**src/rtl/mmap_pkg.sv**
```systemverilog
package mmap_pkg;

  // Selects produced by the address decoder
  typedef struct packed {
    logic ram;
    logic rom;
    logic io;
  } devSel_t;

  // Strobes from the control path to the datapath
  typedef struct packed {
    logic oePhase;   // read transfer, second half
    logic wePhase;   // write transfer, second half
    logic driveBus;  // controller owns the data lines
    logic capture;   // end of a read transfer
  } busStrobe_t;

endpackage

```
**src/rtl/mmapAddrDecode.sv**
```systemverilog
module mmapAddrDecode
  import mmap_pkg::*;
#(
  parameter int ADDR_W = 16,
  parameter int REGION_W = 4,
  parameter logic [ADDR_W-1:0] RAM_END = 16'h7FFF,
  parameter logic [REGION_W-1:0] ROM_FIRST = 4'hB,
  parameter logic [REGION_W-1:0] ROM_LAST = 4'hE,
  parameter logic [ADDR_W-1:0] IO_BASE = 16'hF574,
  parameter int IO_ADDR_BITS = 2
) (
  input  logic [ADDR_W-1:0] addr,
  output devSel_t           sel
);
  localparam int IO_TAG_W = ADDR_W - IO_ADDR_BITS;

  logic [REGION_W-1:0] region;
  logic [IO_TAG_W-1:0] ioTag;
  logic ramHit;
  logic romHit;
  logic ioHit;

  assign region = addr[ADDR_W-1 -: REGION_W];
  assign ioTag  = addr[ADDR_W-1 -: IO_TAG_W];
  assign ramHit = (addr <= RAM_END);
  assign ioHit  = (ioTag == IO_BASE[ADDR_W-1 -: IO_TAG_W]);

  generate
    if (ROM_FIRST == ROM_LAST) begin : g_romSingle
      assign romHit = (region == ROM_FIRST);
    end else begin : g_romRange
      assign romHit = (region >= ROM_FIRST) && (region <= ROM_LAST);
    end
  endgenerate

  // Fixed priority keeps the selects exclusive even with overlapping parameters
  always_comb begin
    sel.ram = ramHit;
    sel.rom = romHit && !ramHit;
    sel.io  = ioHit && !ramHit && !romHit;
  end

endmodule

```
**src/rtl/mmapBusCtrl.sv**
```systemverilog
module mmapBusCtrl
  import mmap_pkg::*;
(
  input  logic       clk,
  input  logic       rstN,
  input  logic       memClk,
  input  logic       cpuWrite,
  output busStrobe_t strb
);
  logic memClkQ;

  always_ff @(posedge clk or negedge rstN) begin
    if (!rstN) memClkQ <= 1'b0;
    else       memClkQ <= memClk;
  end

  always_comb begin
    strb.oePhase  = memClk && !cpuWrite;
    strb.wePhase  = memClk && cpuWrite;
    strb.driveBus = cpuWrite;
    strb.capture  = memClkQ && !memClk && !cpuWrite;
  end

endmodule

```
**src/rtl/mmapBusDatapath.sv**
```systemverilog
module mmapBusDatapath
  import mmap_pkg::*;
#(
  parameter int ADDR_W = 16,
  parameter int DATA_W = 8,
  parameter int REGION_W = 4,
  parameter logic [ADDR_W-1:0] RAM_END = 16'h7FFF,
  parameter logic [REGION_W-1:0] ROM_FIRST = 4'hB,
  parameter logic [REGION_W-1:0] ROM_LAST = 4'hE,
  parameter logic [ADDR_W-1:0] IO_BASE = 16'hF574,
  parameter int IO_ADDR_BITS = 2,
  parameter logic [DATA_W-1:0] IDLE_DATA = '1
) (
  input  logic              clk,
  input  logic              rstN,
  input  busStrobe_t        strb,
  input  logic [ADDR_W-1:0] cpuAddr,
  input  logic [DATA_W-1:0] cpuWrData,
  input  logic [DATA_W-1:0] memRdData,
  output logic [DATA_W-1:0] cpuRdData,
  output logic              cpuRdValid,
  output logic [ADDR_W-1:0] memAddr,
  output logic [DATA_W-1:0] memWrData,
  output logic              memWrDrive,
  output logic              memOe,
  output logic              memWe,
  output devSel_t           selQ
);
  devSel_t selNow;
  logic    anyNow;
  logic    anyQ;

  mmapAddrDecode #(
    .ADDR_W(ADDR_W), .REGION_W(REGION_W), .RAM_END(RAM_END),
    .ROM_FIRST(ROM_FIRST), .ROM_LAST(ROM_LAST),
    .IO_BASE(IO_BASE), .IO_ADDR_BITS(IO_ADDR_BITS)
  ) i_decode (
    .addr(cpuAddr),
    .sel (selNow)
  );

  assign anyNow = selNow.ram || selNow.rom || selNow.io;
  assign anyQ   = selQ.ram || selQ.rom || selQ.io;

  always_ff @(posedge clk or negedge rstN) begin
    if (!rstN) begin
      selQ       <= '0;
      memAddr    <= '0;
      memWrData  <= '0;
      memWrDrive <= 1'b0;
      memOe      <= 1'b0;
      memWe      <= 1'b0;
    end else begin
      selQ       <= selNow;
      memAddr    <= cpuAddr;
      memWrData  <= cpuWrData;
      memWrDrive <= strb.driveBus;
      memOe      <= strb.oePhase && anyNow;
      memWe      <= strb.wePhase && anyNow;
    end
  end

  // Read capture at the end of a read transfer; holes yield the idle byte
  always_ff @(posedge clk or negedge rstN) begin
    if (!rstN) begin
      cpuRdData  <= IDLE_DATA;
      cpuRdValid <= 1'b0;
    end else begin
      cpuRdValid <= strb.capture;
      if (strb.capture) cpuRdData <= anyQ ? memRdData : IDLE_DATA;
    end
  end

  a_r5_one_select: assert property (@(posedge clk) disable iff (!rstN)
    $onehot0({selQ.ram, selQ.rom, selQ.io}));

  a_r8_no_contention: assert property (@(posedge clk) disable iff (!rstN)
    !(memWrDrive && memOe));

  a_r6_oe_needs_select: assert property (@(posedge clk) disable iff (!rstN)
    memOe |-> anyQ);

  a_r7_we_while_driving: assert property (@(posedge clk) disable iff (!rstN)
    memWe |-> (memWrDrive && anyQ));

  a_r9_valid_single: assert property (@(posedge clk) disable iff (!rstN)
    cpuRdValid |=> !cpuRdValid);

  a_r2_ram_low_half: assert property (@(posedge clk) disable iff (!rstN)
    selQ.ram |-> !memAddr[ADDR_W-1]);

endmodule

```
**src/rtl/mmapBusController.sv**
```systemverilog
module mmapBusController
  import mmap_pkg::*;
#(
  parameter int ADDR_W = 16,
  parameter int DATA_W = 8,
  parameter int REGION_W = 4,
  parameter logic [ADDR_W-1:0] RAM_END = 16'h7FFF,
  parameter logic [REGION_W-1:0] ROM_FIRST = 4'hB,
  parameter logic [REGION_W-1:0] ROM_LAST = 4'hE,
  parameter logic [ADDR_W-1:0] IO_BASE = 16'hF574,
  parameter int IO_ADDR_BITS = 2,
  parameter logic [DATA_W-1:0] IDLE_DATA = '1
) (
  input  logic              clk,
  input  logic              rstN,
  input  logic [ADDR_W-1:0] cpuAddr,
  input  logic [DATA_W-1:0] cpuWrData,
  input  logic              cpuWrite,
  input  logic              memClk,
  input  logic [DATA_W-1:0] memRdData,
  output logic [DATA_W-1:0] cpuRdData,
  output logic              cpuRdValid,
  output logic [ADDR_W-1:0] memAddr,
  output logic [DATA_W-1:0] memWrData,
  output logic              memWrDrive,
  output logic              memOe,
  output logic              memWe,
  output logic              ramSel,
  output logic              romSel,
  output logic              ioSel
);
  busStrobe_t strb;
  devSel_t    selQ;

  mmapBusCtrl i_ctrl (
    .clk     (clk),
    .rstN    (rstN),
    .memClk  (memClk),
    .cpuWrite(cpuWrite),
    .strb    (strb)
  );

  mmapBusDatapath #(
    .ADDR_W(ADDR_W), .DATA_W(DATA_W), .REGION_W(REGION_W), .RAM_END(RAM_END),
    .ROM_FIRST(ROM_FIRST), .ROM_LAST(ROM_LAST), .IO_BASE(IO_BASE),
    .IO_ADDR_BITS(IO_ADDR_BITS), .IDLE_DATA(IDLE_DATA)
  ) i_datapath (
    .clk       (clk),
    .rstN      (rstN),
    .strb      (strb),
    .cpuAddr   (cpuAddr),
    .cpuWrData (cpuWrData),
    .memRdData (memRdData),
    .cpuRdData (cpuRdData),
    .cpuRdValid(cpuRdValid),
    .memAddr   (memAddr),
    .memWrData (memWrData),
    .memWrDrive(memWrDrive),
    .memOe     (memOe),
    .memWe     (memWe),
    .selQ      (selQ)
  );

  assign ramSel = selQ.ram;
  assign romSel = selQ.rom;
  assign ioSel  = selQ.io;

endmodule

```
**config.mk**
```make
export PLATFORM = sky130hd
export DESIGN_NAME = mmapBusController
export DESIGN_NICKNAME = d
export VERILOG_FILES = /design/src/rtl/mmap_pkg.sv /design/src/rtl/mmapAddrDecode.sv /design/src/rtl/mmapBusCtrl.sv /design/src/rtl/mmapBusDatapath.sv /design/src/rtl/mmapBusController.sv
export SDC_FILE = /design/constraint.sdc
export NUM_CORES = 1
export LEC_CHECK = 0
export CAP_MARGIN = 20
export CORE_UTILIZATION = 25
export CTS_BUF_LIST = sky130_fd_sc_hd__clkbuf_16
export CTS_CLUSTER_SIZE = 20
export DETAILED_ROUTE_END_ITERATION = 6
export DONT_BUFFER_PORTS = 1
export GPL_TIMING_DRIVEN = 0
export PLACE_DENSITY = 0.46
export SLEW_MARGIN = 30
export SYNTH_ARGS = -nofsm -noshare
export SYNTH_HDL_FRONTEND = slang
export SYNTH_SLANG_ARGS = --single-unit
```
**constraint.sdc**
```tcl
create_clock -name clk -period 1.8 [get_ports clk]
set_input_delay 0.36 -clock clk [delete_from_list [all_inputs] [get_ports clk]]
set_output_delay 0.36 -clock clk [all_outputs]
set_load 0.02 [all_outputs]
```
==> out/results.ini <==
[timing]
finalCritPeriodShare_pct=74.50
slew_violations=0
max_freq_mhz=745.7
fin_tns_setup_ns=0
worst_pin_slew_ns=0.5755
slew_headroom_pct=61.40
hold_violations=0
min_period_ns=1.341
rsz0062_at_grt=no
finalSetupViolCount=0
skew_ns=0.003072

[power_and_ir_drop]
swShare_pct=22.76
vdd_drop_max_mv=0.3698
p_int_w=0.001528
p_leak_nw=0.6321
p_clk_share_pct=40.1
p_sw_w=0.0004502
pwr-share-seq_pct=56.0
p_comb_share_pct=3.9
powerDensity_nw_per_um2=1344

[global_routing]
antenna_found_initial=0
grt_pass1_vias=625
grt_overflow=0
grt.total_usage_pct=8.421
grt_pass1_wl_um=3008
grt_max_degree=41

[critical_path]
r2r_cells=2
critPathMaxFanout=8
r2r_end=i_datapath.cpuRdData[6]
rrSetupSlack_ns=0.46
endpoint_kind=flip-flop
rr_startpoint=i_datapath.selQ[0]
crit_path_start=i_datapath.selQ[0]
arrival_ns=1.55
worst_ep_required_time_ns=2.01
startpoint_type=flip-flop
worst-setup-path-type=reg -> reg
endpoint=i_datapath.cpuRdData[6]

[job]
maxCapViolations=0

[clocking]
clk_pin_slew_ns=0.05
cts_max_level=2
ctsResizeCount=0
cts_tree=done
clock_latency_ns=0.27
cts_root_buf=clkbuf_16
numCtsBuffers=5
clk_path_buf_depth=2
cts.sinks=40

[floorplan]
die_h_um=71.89
core_area_um2=4723
die-area_um2=5168
die_width_um=71.89
top_level_ports=75
num_rows=25
start_util_pct=25.85

[finish]
antennaDiodeCount=0
num-nets-final=111
post-route-cell-area_um2=1471
area_growth_pct=20.49
drive_gt1_share_pct=23.68
final_core_util_pct=31.15

[placement]
placed_area_um2=1305
place_congestion=0.6082
port_buffers=0
hpwlAfterDp_um=1520

[detailed_routing]
num_vias=585
via_per_inst=4.091
dr.pass1.iters=4
avgRoutedWirePerCell_um=14.78
ant_nets=0
route.detailed.drc=0
drt_first_iter_violations=10
wirelength_um=2114

[yosys]
synth-edff-count=0
ys_warn_count=0
synth_top_cell_by_area=dfrtp_1
syn_inst=66
ys_seq_area_share_pct=82.79
async_flop_share_pct=100.0
yosys.cell_types.count=16
yosys_most_used_dff=dfrtp_1
netlist_top_cells_count=dfrtp_1, dfstp_2, o22a_1
ys_seq_elements=40
yosysMostFrequentCell=dfrtp_1
synth_area_leaders=dfrtp_1, dfstp_2, o22a_1, nor3b_4, nand4bb_2
synth_area_per_cell_um2=18.50
synth_top_area_share_pct=65.57
syn_nets=102
synth_area_um2=1221

[min_path]
hp-class=in -> reg

[run_status]
status=completed

==> registers in the layout, summed over array words and instances (netlist names) <==
signal	count
i_datapath.memOe	1
i_datapath.memWrDrive	1
i_ctrl.memClkQ	1
i_datapath.selQ	3
i_datapath.memWrData	8
i_datapath.cpuRdData	8
i_datapath.memAddr	16
i_datapath.cpuRdValid	1
i_datapath.memWe	1
==> stage by stage <==
stage               setup WS, ns  total power (W)  instances  hold slack, ns
finish                    0.4590         0.001978        143          0.1126
detailed placement        0.4418         0.001178        133         0.06513
CTS                       0.4533         0.002006        143          0.1078
global route              0.3703         0.002058        143          0.1037
floorplan                 0.5482         0.001162         66         0.06441
global placement          0.4758         0.001176        133         0.06535
==> timing repair <==
item	in CTS	in global routing
buffers inserted	0	0
hold buffers	2	0
endpoints found under the hold margin	40	0
==> layer usage <==
layer	vias to the layer above	track usage, %	routed length, um	share of wire, %
met5	-	0	0	0
met4	0	4.575	33	1.6
met3	4	5.000	277	13
met2	63	13.10	1021	48
met1	274	8.959	782	37
li1	244	-	-	-
==> power groups by stage <==
stage	sequential, W	clock, W	combinational (W)
5_1_grt	0.00112	0.000855	0.0000864
6_report	0.00111	0.000793	0.0000765
4_1_cts	0.00111	0.000818	0.0000790
2_1_floorplan	0.00111	0	0.0000471
3_3_place_gp	0.00112	0	0.0000526
3_5_place_dp	0.00112	0	0.0000546
==> worst min-delay path by stage <==
stage	to	startpoint	cells after the start	slack [ns]
3_3_place_gp	i_datapath.memWrData[1]	rstN	0	0.07
5_1_grt	i_datapath.memWrDrive	cpuWrite	0	0.10
3_5_place_dp	i_datapath.memAddr[1]	rstN	0	0.07
6_report	i_datapath.memAddr[9]	cpuAddr[9]	0	0.11
4_1_cts	i_datapath.memAddr[9]	cpuAddr[9]	0	0.11
2_1_floorplan	i_ctrl.memClkQ	rstN	0	0.06
==> placed cells by master, fill, tap and decap left out, drive strengths merged, types with 2 or more instances in the layout <==
| master | instances |
|---|---|
| dfstp | 8 |
| o22a | 8 |
| nand2b | 2 |
| dfrtp | 32 |
| nand2 | 3 |
| a21oi | 2 |
| nand4bb | 2 |
| inv | 5 |
| clkbuf | 5 |
==> worst max-delay path, stage by stage, from the launching register on <==
cell	delay [ns]
dfrtp_1	0.47
o31ai_2	0.58
o22a_1	0.24
==> kinds of logic (layout without fill, tap and decap cells) <==
| kind of cell | after synthesis | after routing | share of synthesized area, % |
|---|---|---|---|
| mux | 1 | 1 | 0.8197 |
| xor+xnor | 1 | 1 | 0.7173 |
| flops | 40 | 40 | 82.79 |
| simple gates | 11 | 11 | 7.480 |
| buf+inv | 2 | 12 | 0.6150 |
| compound gates | 11 | 11 | 7.582 |
==> layout make-up <==
| type | instances | area [um^2] |
|---|---|---|
| fillers | 486 | 3252 |
| flip-flops and latches | 40 | 1011 |
| multi-input cells | 24 | 202.7 |
| clock buffers | 5 | 125.1 |
| well taps | 67 | 83.83 |
| repair buffers | 2 | 30.03 |
| clock inverters | 3 | 11.26 |
| inverters | 2 | 7.507 |
Note: power is estimated with default switching activity, not from simulation.
